$ cat config.mk
export PLATFORM = sky130hd
export DESIGN_NAME = strm_frame_writer
export DESIGN_NICKNAME = d
export VERILOG_FILES = /design/src/rtl/swr_pkg.sv /design/src/rtl/swr_regs.sv /design/src/rtl/swr_engine.sv /design/src/rtl/strm_frame_writer.sv
export SDC_FILE = /design/constraint.sdc
export NUM_CORES = 1
export LEC_CHECK = 0
export ABC_AREA = 1
export BUFFER_PORTS_ARGS = -buffer_cell sky130_fd_sc_hd__buf_2
export CAP_MARGIN = 20
export CORE_AREA = 4 4 172 174
export DETAILED_ROUTE_END_ITERATION = 10
export DIE_AREA = 0 0 176 178
export PLACE_DENSITY_LB_ADDON = 0.08
export SLEW_MARGIN = 20
export SYNTH_ARGS = -nofsm -noshare
export SYNTH_HDL_FRONTEND = slang
export SYNTH_SLANG_ARGS = --single-unit
$ cat constraint.sdc
create_clock -name clk_i -period 3.2 [get_ports clk_i]
set_input_delay 0 -clock clk_i [delete_from_list [all_inputs] [get_ports clk_i]]
set_output_delay 0 -clock clk_i [all_outputs]
set_load 0.02 [all_outputs]
$ cat src/rtl/swr_pkg.sv
package swr_pkg;
  typedef enum logic [2:0] {
    S_IDLE, S_RECV, S_WRITE, S_DRAIN, S_BELL, S_FIN
  } eng_state_e;

  localparam logic [5:0] A_CTRL = 6'h00;
  localparam logic [5:0] A_BASE = 6'h10;
  localparam logic [5:0] A_DOFF = 6'h18;
  localparam logic [5:0] A_BOFF = 6'h20;
  localparam logic [5:0] A_SIZE = 6'h28;
  localparam logic [5:0] A_STAT = 6'h30;
  localparam logic [5:0] A_SVLD = 6'h34;

  // bit 31 down to bit 0
  typedef struct packed {
    logic        running;
    logic        too_long;
    logic        too_short;
    logic        bad_size;
    logic [5:0]  max_words;
    logic [5:0]  count;
    logic [15:0] seq;
  } status_t;

  typedef struct packed {
    logic [8:0]  zero;
    logic        ok;
    logic [5:0]  count;
    logic [15:0] seq;
  } bell_t;
endpackage

$ cat src/rtl/swr_regs.sv
module swr_regs
  import swr_pkg::*;
#(
  parameter int MAX_WORDS = 32
) (
  input  logic        clk_i,
  input  logic        rst_ni,
  input  logic        we_i,
  input  logic        re_i,
  input  logic [5:0]  addr_i,
  input  logic [31:0] wdata_i,
  output logic [31:0] rdata_o,
  input  logic        busy_i,
  input  logic        done_i,
  input  logic [15:0] res_seq_i,
  input  logic [5:0]  res_cnt_i,
  input  logic        res_bad_i,
  input  logic        res_short_i,
  input  logic        res_long_i,
  output logic        start_o,
  output logic [31:0] base_o,
  output logic [31:0] doff_o,
  output logic [31:0] boff_o,
  output logic [31:0] size_o,
  output logic        vld_o
);
  localparam logic [5:0] MAX6 = 6'(MAX_WORDS);

  logic        cfg_wr;
  logic [15:0] l_seq;
  logic [5:0]  l_cnt;
  logic        l_bad, l_short, l_long;
  status_t     stat;

  assign cfg_wr  = we_i && !busy_i;
  assign start_o = cfg_wr && addr_i == A_CTRL && wdata_i[0];

  always_ff @(posedge clk_i or negedge rst_ni) begin
    if (!rst_ni) begin
      base_o <= '0;
      doff_o <= '0;
      boff_o <= '0;
      size_o <= '0;
    end else if (cfg_wr) begin
      case (addr_i)
        A_BASE:  base_o <= wdata_i;
        A_DOFF:  doff_o <= wdata_i;
        A_BOFF:  boff_o <= wdata_i;
        A_SIZE:  size_o <= wdata_i;
        default: ;
      endcase
    end
  end

  always_ff @(posedge clk_i or negedge rst_ni) begin
    if (!rst_ni) begin
      l_seq   <= '0;
      l_cnt   <= '0;
      l_bad   <= 1'b0;
      l_short <= 1'b0;
      l_long  <= 1'b0;
      vld_o   <= 1'b0;
    end else begin
      if (done_i) begin
        l_seq   <= res_seq_i;
        l_cnt   <= res_cnt_i;
        l_bad   <= res_bad_i;
        l_short <= res_short_i;
        l_long  <= res_long_i;
      end
      // completion wins over a simultaneous clearing read
      if (done_i) vld_o <= 1'b1;
      else if (re_i && addr_i == A_SVLD) vld_o <= 1'b0;
    end
  end

  assign stat = '{running: busy_i, too_long: l_long, too_short: l_short,
                  bad_size: l_bad, max_words: MAX6, count: l_cnt, seq: l_seq};

  always_comb begin
    case (addr_i)
      A_CTRL:  rdata_o = {31'b0, busy_i};
      A_BASE:  rdata_o = base_o;
      A_DOFF:  rdata_o = doff_o;
      A_BOFF:  rdata_o = boff_o;
      A_SIZE:  rdata_o = size_o;
      A_STAT:  rdata_o = stat;
      A_SVLD:  rdata_o = {31'b0, vld_o};
      default: rdata_o = '0;
    endcase
  end
endmodule

$ cat src/rtl/swr_engine.sv
module swr_engine
  import swr_pkg::*;
#(
  parameter int MAX_WORDS = 32,
  parameter int CNT_W     = $clog2(MAX_WORDS + 1)
) (
  input  logic        clk_i,
  input  logic        rst_ni,
  input  logic        start_i,
  input  logic [31:0] base_i,
  input  logic [31:0] doff_i,
  input  logic [31:0] boff_i,
  input  logic [31:0] size_i,
  input  logic        s_tvalid_i,
  output logic        s_tready_o,
  input  logic [31:0] s_tdata_i,
  input  logic        s_tlast_i,
  output logic        mem_valid_o,
  input  logic        mem_ready_i,
  output logic [31:0] mem_addr_o,
  output logic [31:0] mem_data_o,
  output logic        busy_o,
  output logic        done_o,
  output logic [15:0] seq_o,
  output logic [5:0]  cnt_o,
  output logic        bad_o,
  output logic        short_o,
  output logic        long_o
);
  eng_state_e       state;
  logic [CNT_W-1:0] cnt, lim, cnt_nx;
  logic [31:0]      hold_data;
  logic             hold_last;
  logic [15:0]      seq;
  logic             size_ok;
  bell_t            bell;

  assign size_ok = size_i != '0 && size_i <= 32'(MAX_WORDS);
  assign cnt_nx  = cnt + 1'b1;

  always_ff @(posedge clk_i or negedge rst_ni) begin
    if (!rst_ni) begin
      state     <= S_IDLE;
      cnt       <= '0;
      lim       <= '0;
      hold_data <= '0;
      hold_last <= 1'b0;
      seq       <= '0;
      bad_o     <= 1'b0;
      short_o   <= 1'b0;
      long_o    <= 1'b0;
    end else begin
      case (state)
        S_IDLE: if (start_i) begin
          cnt     <= '0;
          lim     <= size_i[CNT_W-1:0];
          bad_o   <= !size_ok;
          short_o <= 1'b0;
          long_o  <= 1'b0;
          state   <= size_ok ? S_RECV : S_FIN;
        end
        S_RECV: if (s_tvalid_i) begin
          hold_data <= s_tdata_i;
          hold_last <= s_tlast_i;
          state     <= S_WRITE;
        end
        S_WRITE: if (mem_ready_i) begin
          cnt <= cnt_nx;
          if (hold_last) begin
            short_o <= cnt_nx != lim;
            state   <= S_BELL;
          end else if (cnt_nx == lim) begin
            long_o <= 1'b1;
            state  <= S_DRAIN;
          end else begin
            state <= S_RECV;
          end
        end
        S_DRAIN: if (s_tvalid_i && s_tlast_i) state <= S_BELL;
        S_BELL:  if (mem_ready_i) state <= S_FIN;
        S_FIN: begin
          if (!bad_o && !short_o && !long_o) seq <= seq + 1'b1;
          state <= S_IDLE;
        end
        default: state <= S_IDLE;
      endcase
    end
  end

  assign bell = '{zero: '0, ok: !short_o && !long_o, count: 6'(cnt), seq: seq};

  assign s_tready_o  = state == S_RECV || state == S_DRAIN;
  assign mem_valid_o = state == S_WRITE || state == S_BELL;
  assign mem_addr_o  = (state == S_BELL) ? base_i + boff_i
                                         : base_i + doff_i + (32'(cnt) << 2);
  assign mem_data_o  = (state == S_BELL) ? bell : hold_data;
  assign busy_o      = state != S_IDLE;
  assign done_o      = state == S_FIN;
  assign seq_o       = seq;
  assign cnt_o       = 6'(cnt);
endmodule

$ cat src/rtl/strm_frame_writer.sv
module strm_frame_writer #(
  parameter int MAX_WORDS = 32  // 1..63, reported in a 6-bit field
) (
  input  logic        clk_i,
  input  logic        rst_ni,
  input  logic        reg_we_i,
  input  logic        reg_re_i,
  input  logic [5:0]  reg_addr_i,
  input  logic [31:0] reg_wdata_i,
  output logic [31:0] reg_rdata_o,
  input  logic        s_tvalid_i,
  output logic        s_tready_o,
  input  logic [31:0] s_tdata_i,
  input  logic        s_tlast_i,
  output logic        mem_valid_o,
  input  logic        mem_ready_i,
  output logic [31:0] mem_addr_o,
  output logic [31:0] mem_data_o
);
  logic        start_w, busy_w, done_w, vld_w;
  logic        bad_w, short_w, long_w;
  logic [15:0] seq_w;
  logic [5:0]  cnt_w;
  logic [31:0] base_w, doff_w, boff_w, size_w;

  swr_regs #(.MAX_WORDS(MAX_WORDS)) i_regs (
    .clk_i, .rst_ni,
    .we_i(reg_we_i), .re_i(reg_re_i), .addr_i(reg_addr_i),
    .wdata_i(reg_wdata_i), .rdata_o(reg_rdata_o),
    .busy_i(busy_w), .done_i(done_w),
    .res_seq_i(seq_w), .res_cnt_i(cnt_w), .res_bad_i(bad_w),
    .res_short_i(short_w), .res_long_i(long_w),
    .start_o(start_w), .base_o(base_w), .doff_o(doff_w),
    .boff_o(boff_w), .size_o(size_w), .vld_o(vld_w)
  );

  swr_engine #(.MAX_WORDS(MAX_WORDS)) i_engine (
    .clk_i, .rst_ni,
    .start_i(start_w), .base_i(base_w), .doff_i(doff_w),
    .boff_i(boff_w), .size_i(size_w),
    .s_tvalid_i, .s_tready_o, .s_tdata_i, .s_tlast_i,
    .mem_valid_o, .mem_ready_i, .mem_addr_o, .mem_data_o,
    .busy_o(busy_w), .done_o(done_w), .seq_o(seq_w), .cnt_o(cnt_w),
    .bad_o(bad_w), .short_o(short_w), .long_o(long_w)
  );
endmodule

-- Yosys cells after proc, flatten, opt, wreduce, memory -nomap -nowiden
Index checks and enable logic that the tools add are counted.
W data, S select, Z words.
- bits in registers: 221
- bits of input ports: 77
- output and inout port bits: 98
- word-level logic and storage cells: 104
- $add $sub $neg: 5
- magnitude comparators: 1
- eq/ne operators: 21
- mux-type cells: 25
- reductions and logical operators: 33
- operator list (cell ; number):
    $pmux W32 S7 ; 1
    $add A32 B32 Y32 ; 2
    $mux W32 ; 2
    $add A32 B8 Y32 ; 1
    $le A32 B6 Y1 const B ; 1
    $reduce_bool A32 Y1 ; 1
    $eq A6 B6 Y1 const B ; 4
    $mux W3 ; 7
    $add A16 B1 Y16 const B ; 1
    $pmux W3 S5 ; 1
    $reduce_and A2 Y1 ; 7
    $eq A6 B5 Y1 const B ; 2
    $mux W6 ; 2
    $pmux W6 S2 ; 1
    $reduce_and A5 Y1 ; 2
    $logic_and A1 B1 Y1 ; 9
    $mux W1 ; 8
    $ne A2 B1 Y1 const B ; 4
    $ne A2 B2 Y1 const B ; 4
    $add A6 B1 Y6 const B ; 1
    $eq A3 B2 Y1 const B ; 2
    $eq A3 B3 Y1 const B ; 2
    $eq A6 B6 Y1 ; 1
    $logic_not A6 Y1 ; 1
    11 further kinds ; 18

-- Logic depth before layout (Yosys ltp)
- word-level depth: 7
- mapped depth: 15
- gate-level depth less buffers: 15

-- By module
A second synthesis with hierarchy kept.
- cell total of the unflattened synthesis: 2514
- area, all modules: 16306.9 µm²
- modules (own cells, without submodules) (module ; times used ; cells each ; area each (µm²) ; seq. area each (µm²)):
    swr_engine ; 1 ; 1532 ; 8918.6 ; 1676.6
    swr_regs ; 1 ; 982 ; 7388.3 ; 3853.7

-- Worst setup path after synthesis
OpenSTA, ideal clock, no wires.
- path type: flip-flop to output port
- from: reg i_engine.cnt[0] (netlist: i_engine.cnt_o[0])
- to: out mem_addr_o[17]
- arrival: 2.617 ns
- required time: 3.200 ns
- setup slack: 0.583 ns
- stages on the path, launching flop included: 13
- path buffers: 0
- cells stage by stage: dfrtp_1 inv_1 fa_1 fa_1 inv_1 nand3_1 nand3_1 nand2_1 nand3_1 nand2_1 nand2_1 nor2_1 o21ai_0
- cells in the longest elaborated chain, start to end: 2
- ends and longest elaborated chain (element ; RTL line ; source):
    from (decl) ; swr_engine.sv:31 ; logic [CNT_W-1:0] cnt, lim, cnt_nx;
    from (signal assigned) ; swr_engine.sv:68 ; cnt <= cnt_nx;
    $add A32 B8 Y32 ; swr_engine.sv:95 ; : base_i + doff_i + (32'(cnt) << 2);
    $mux W32 ; swr_engine.sv:94 ; assign mem_addr_o = (state == S_BELL) ? base_i + boff_i
    to (decl) ; strm_frame_writer.sv:17 ; output logic [31:0] mem_addr_o,
No other way between the ends.

-- Worst setup path after layout
- from: reg i_engine.cnt[0] (netlist: i_engine.cnt_o[0])
- to: out mem_addr_o[12]
Same word-level chain as after synthesis.

==> run summary <==
Sink Count: 221
Crit path max fanout: 6
Largest net degree at the start of global routing: 90
Core area: 0.02778 sq mm
Worst R2R End: i_engine.short_o$_DFFE_PN0P_
GRT overflow: 0
First-pass GRT wire length: 82080 um
Avg Cell Area, Syn: 6.886 sq um
CP startpoint kind: flip-flop
Status: finished, final reports clean
Lkg Pwr: 10.16 nW
CP most frequent cell: nand2_1
Ys flop type: dfrtp_1
Avg WL per Cell: 18.28 um
Layout cell share with drive strength beyond 1: 0.1290
Final core utilization: 0.6588
Max-slew violations: 0
Critical path's slowest cell: fa_2
Register area share after synthesis: 0.3641
Initial Util: 0.5468
All-Layer GR Usage: 0.3295
Worst slew margin: 0.4988
Final setup skew: 10.68 ps
Die Height: 178 um
H-tree depth: 1
P&R area growth vs syn: 20.49%
Async SR Flop Fraction: 1.000
R2R setup slack: 960 ps
Worst setup path class: reg -> out
Dpl cell area: 0.01649 sq mm
Worst-Margin Slew: 744.9 ps
Clock Latency Late Sink: 520 ps
Most frequent cells in the layout: nand2_1 (756), inv_1 (324), dfrtp_1 (216)
Final cell area excluding filler cells: 0.01830 sq mm
Count of different cell masters after synthesis: 34
Number of CTS-inserted buffers: 25
WP data required: 3200 ps
Fmax: 327.9 MHz
PortBufs: 174
Max-cap violation count: 0
Setup-failing EPs final: 0
Final WL: 51970 um
Fin crit period: 3049 ps
CP Launch Point: i_engine.cnt_o[0]$_DFFE_PN0P_
Ant diodes: 0
Via count: 15607
Syn Std Cell Area: 0.01519 sq mm
Gate Count Post-Synth: 2206
Final hold vios: 0
Power Density: 653.5 mW/mm^2
Drt drc: 0
Core Rows: 61
FF+latch count, synth: 221
Critical Path AT: 3050 ps
Number of global-route vias before repair: 15193
Final worst-path cycle share: 0.9529
Via density: 5.490
Clk buf depth: 3
Routed Antenna Nets: 0
Worst r2r src: i_engine.state[0]$_DFFE_PN0P_
Clock root buffer master: clkbuf_16
Total power: 11.96 mW
Worst Hold Class: in -> reg
CP endpoint: mem_addr_o[12]
Total die area: 0.03133 sq mm
GPL Wtd Cong: 0.9712
DP HPWL: 38530 um
Syn Nets: 2379
Fillers: 2549
TritonCTS clock tree: done
Cells along the critical path: inv_4 > fa_2 > inv_1 > ha_1 > nand2_1 > nand2_1 > and2_4 > nand3_1 > nand3_2 > or2_2 > nand3_1 > nand2_1 > buf_2
Number of synthesis warnings: 0
Final hold slack: 51.29 ps
TNS Setup: 0 ps
CP endpoint kind: primary output
Post-synth EDFFs: 0
Worst vdd ir: 0.5817 mV
Initial antenna violation count: 0
Most common cell after layout, fill and taps aside: nand2_1
Layout Nets: 2620
IO Pins: 175
Initial DRC count: 1364
Slowest stage delay, CP: 570 ps
RSZ-0062 raised after global routing: false
Die Width: 176 um
R2R cell count: 8
Clock slew at reported path FFs: 60 ps
DRT Pass-1 Iters: 7
worst min path at each step:
stage | startpoint | to | cells after the start
finish | reg_we_i | i_regs.size_o[28]$_DFFE_PN0P_ | 5
global route | reg_we_i | i_regs.size_o[30]$_DFFE_PN0P_ | 5
CTS | reg_we_i | i_regs.size_o[28]$_DFFE_PN0P_ | 5
detailed placement | rst_ni | i_engine.hold_data[10]$_DFFE_PN0P_ | 1
global placement | rst_ni | i_engine.hold_data[11]$_DFFE_PN0P_ | 1
floorplan | rst_ni | i_engine.bad_o$_DFFE_PN0P_ | 0
through the flow:
| step | std cells | setup WS, ps |
|---|---|---|
| 2_1_floorplan | 2206 | 582.9 |
| 3_3_place_gp | 2716 | 413.1 |
| 3_5_place_dp | 2716 | 365.4 |
| 4_1_cts | 2839 | 3.854 |
| 5_1_grt | 2843 | 6.402 |
| 6_report | 2843 | 150.7 |
cell families (layout without fill, tap and decap cells):
family          count (synthesis)  after routing  share of synthesized area
compound gates                352            352                     0.1273
xor+xnor                       30             30                    0.01730
fa+ha+maj                      96             96                    0.08302
buf+inv                       387            646                    0.09596
flops                         221            221                     0.3641
mux                            23             23                    0.01705
simple gates                 1097           1097                     0.2953
routing by layer:
layer / up-vias / GRT usage / wire [um]
met2: 635 / 0.5395 / 23940
met3: 103 / 0.05659 / 4045
met4: 0 / 0.1137 / 1824
met5: - / 0 / 0
met1: 7346 / 0.4461 / 22160
li1: 7523 / - / -
report_power, final:
group / switching, mW / leakage [nW] / internal [mW] / total, mW
clock: 1.21 / 0.418 / 1.77 / 2.99
combinational: 3.22 / 6.83 / 1.81 / 5.03
sequential: 0.542 / 2.92 / 3.40 / 3.95
worst max-delay path: cells and delay by family (launching register included):
kind,cells,cell delay [ps]
and+or+nand+nor,8,920
buffers and inverters,3,280
DFF,1,430
adders and majority gates,2,880
synth_stat cells (2+ instances only):
cell type / count / area share
nor4_1: 5 / 0.0021
nand4_1: 26 / 0.011
o21ai_0: 212 / 0.070
nor2_1: 142 / 0.035
clkbuf_1: 55 / 0.014
o22ai_1: 7 / 0.0029
nand3b_1: 16 / 0.0079
nor3_1: 13 / 0.0043
xor2_1: 27 / 0.016
nand3_1: 110 / 0.036
mux2_2: 23 / 0.017
inv_1: 325 / 0.080
dfrtp_1: 221 / 0.36
ha_1: 88 / 0.072
nor2_2: 3 / 0.0012
o21bai_1: 9 / 0.0044
buf_2: 4 / 0.0013
xnor2_1: 3 / 0.0017
a21o_1: 2 / 0.00099
a21oi_1: 68 / 0.022
and2_1: 3 / 0.0012
nand3_2: 3 / 0.0020
buf_1: 2 / 0.00049
a22oi_1: 51 / 0.025
nand2_1: 770 / 0.19
fa_1: 8 / 0.011
or2_2: 3 / 0.0012
area by class of cell:
cell class              count  area [sq um]  share of cell area
flip-flops and latches    221          5537              0.3025
well taps                 378         473.0             0.02584
repair buffers            275          1859              0.1016
multi-input cells        1598          8356              0.4565
inverters                 326          1226             0.06699
clock inverters            15         168.9            0.009228
clock buffers              30         684.4             0.03739
sequential cells by signal, summed over array words and instances (netlist names), 16 cells and up:
register            cells
i_engine.hold_data     32
i_regs.base_o          32
i_regs.boff_o          32
i_regs.doff_o          32
i_regs.size_o          32
i_engine.seq_o         16
i_regs.l_seq           16
timing repair:
action	4_1_cts	5_1_grt
resized for setup	7	35
endpoints found under the setup margin	17	23
pin swaps	0	4
buffers inserted	0	4
hold buffers	78	0
endpoints found under the hold margin	251	0
Power figures use the tool's default switching activity.
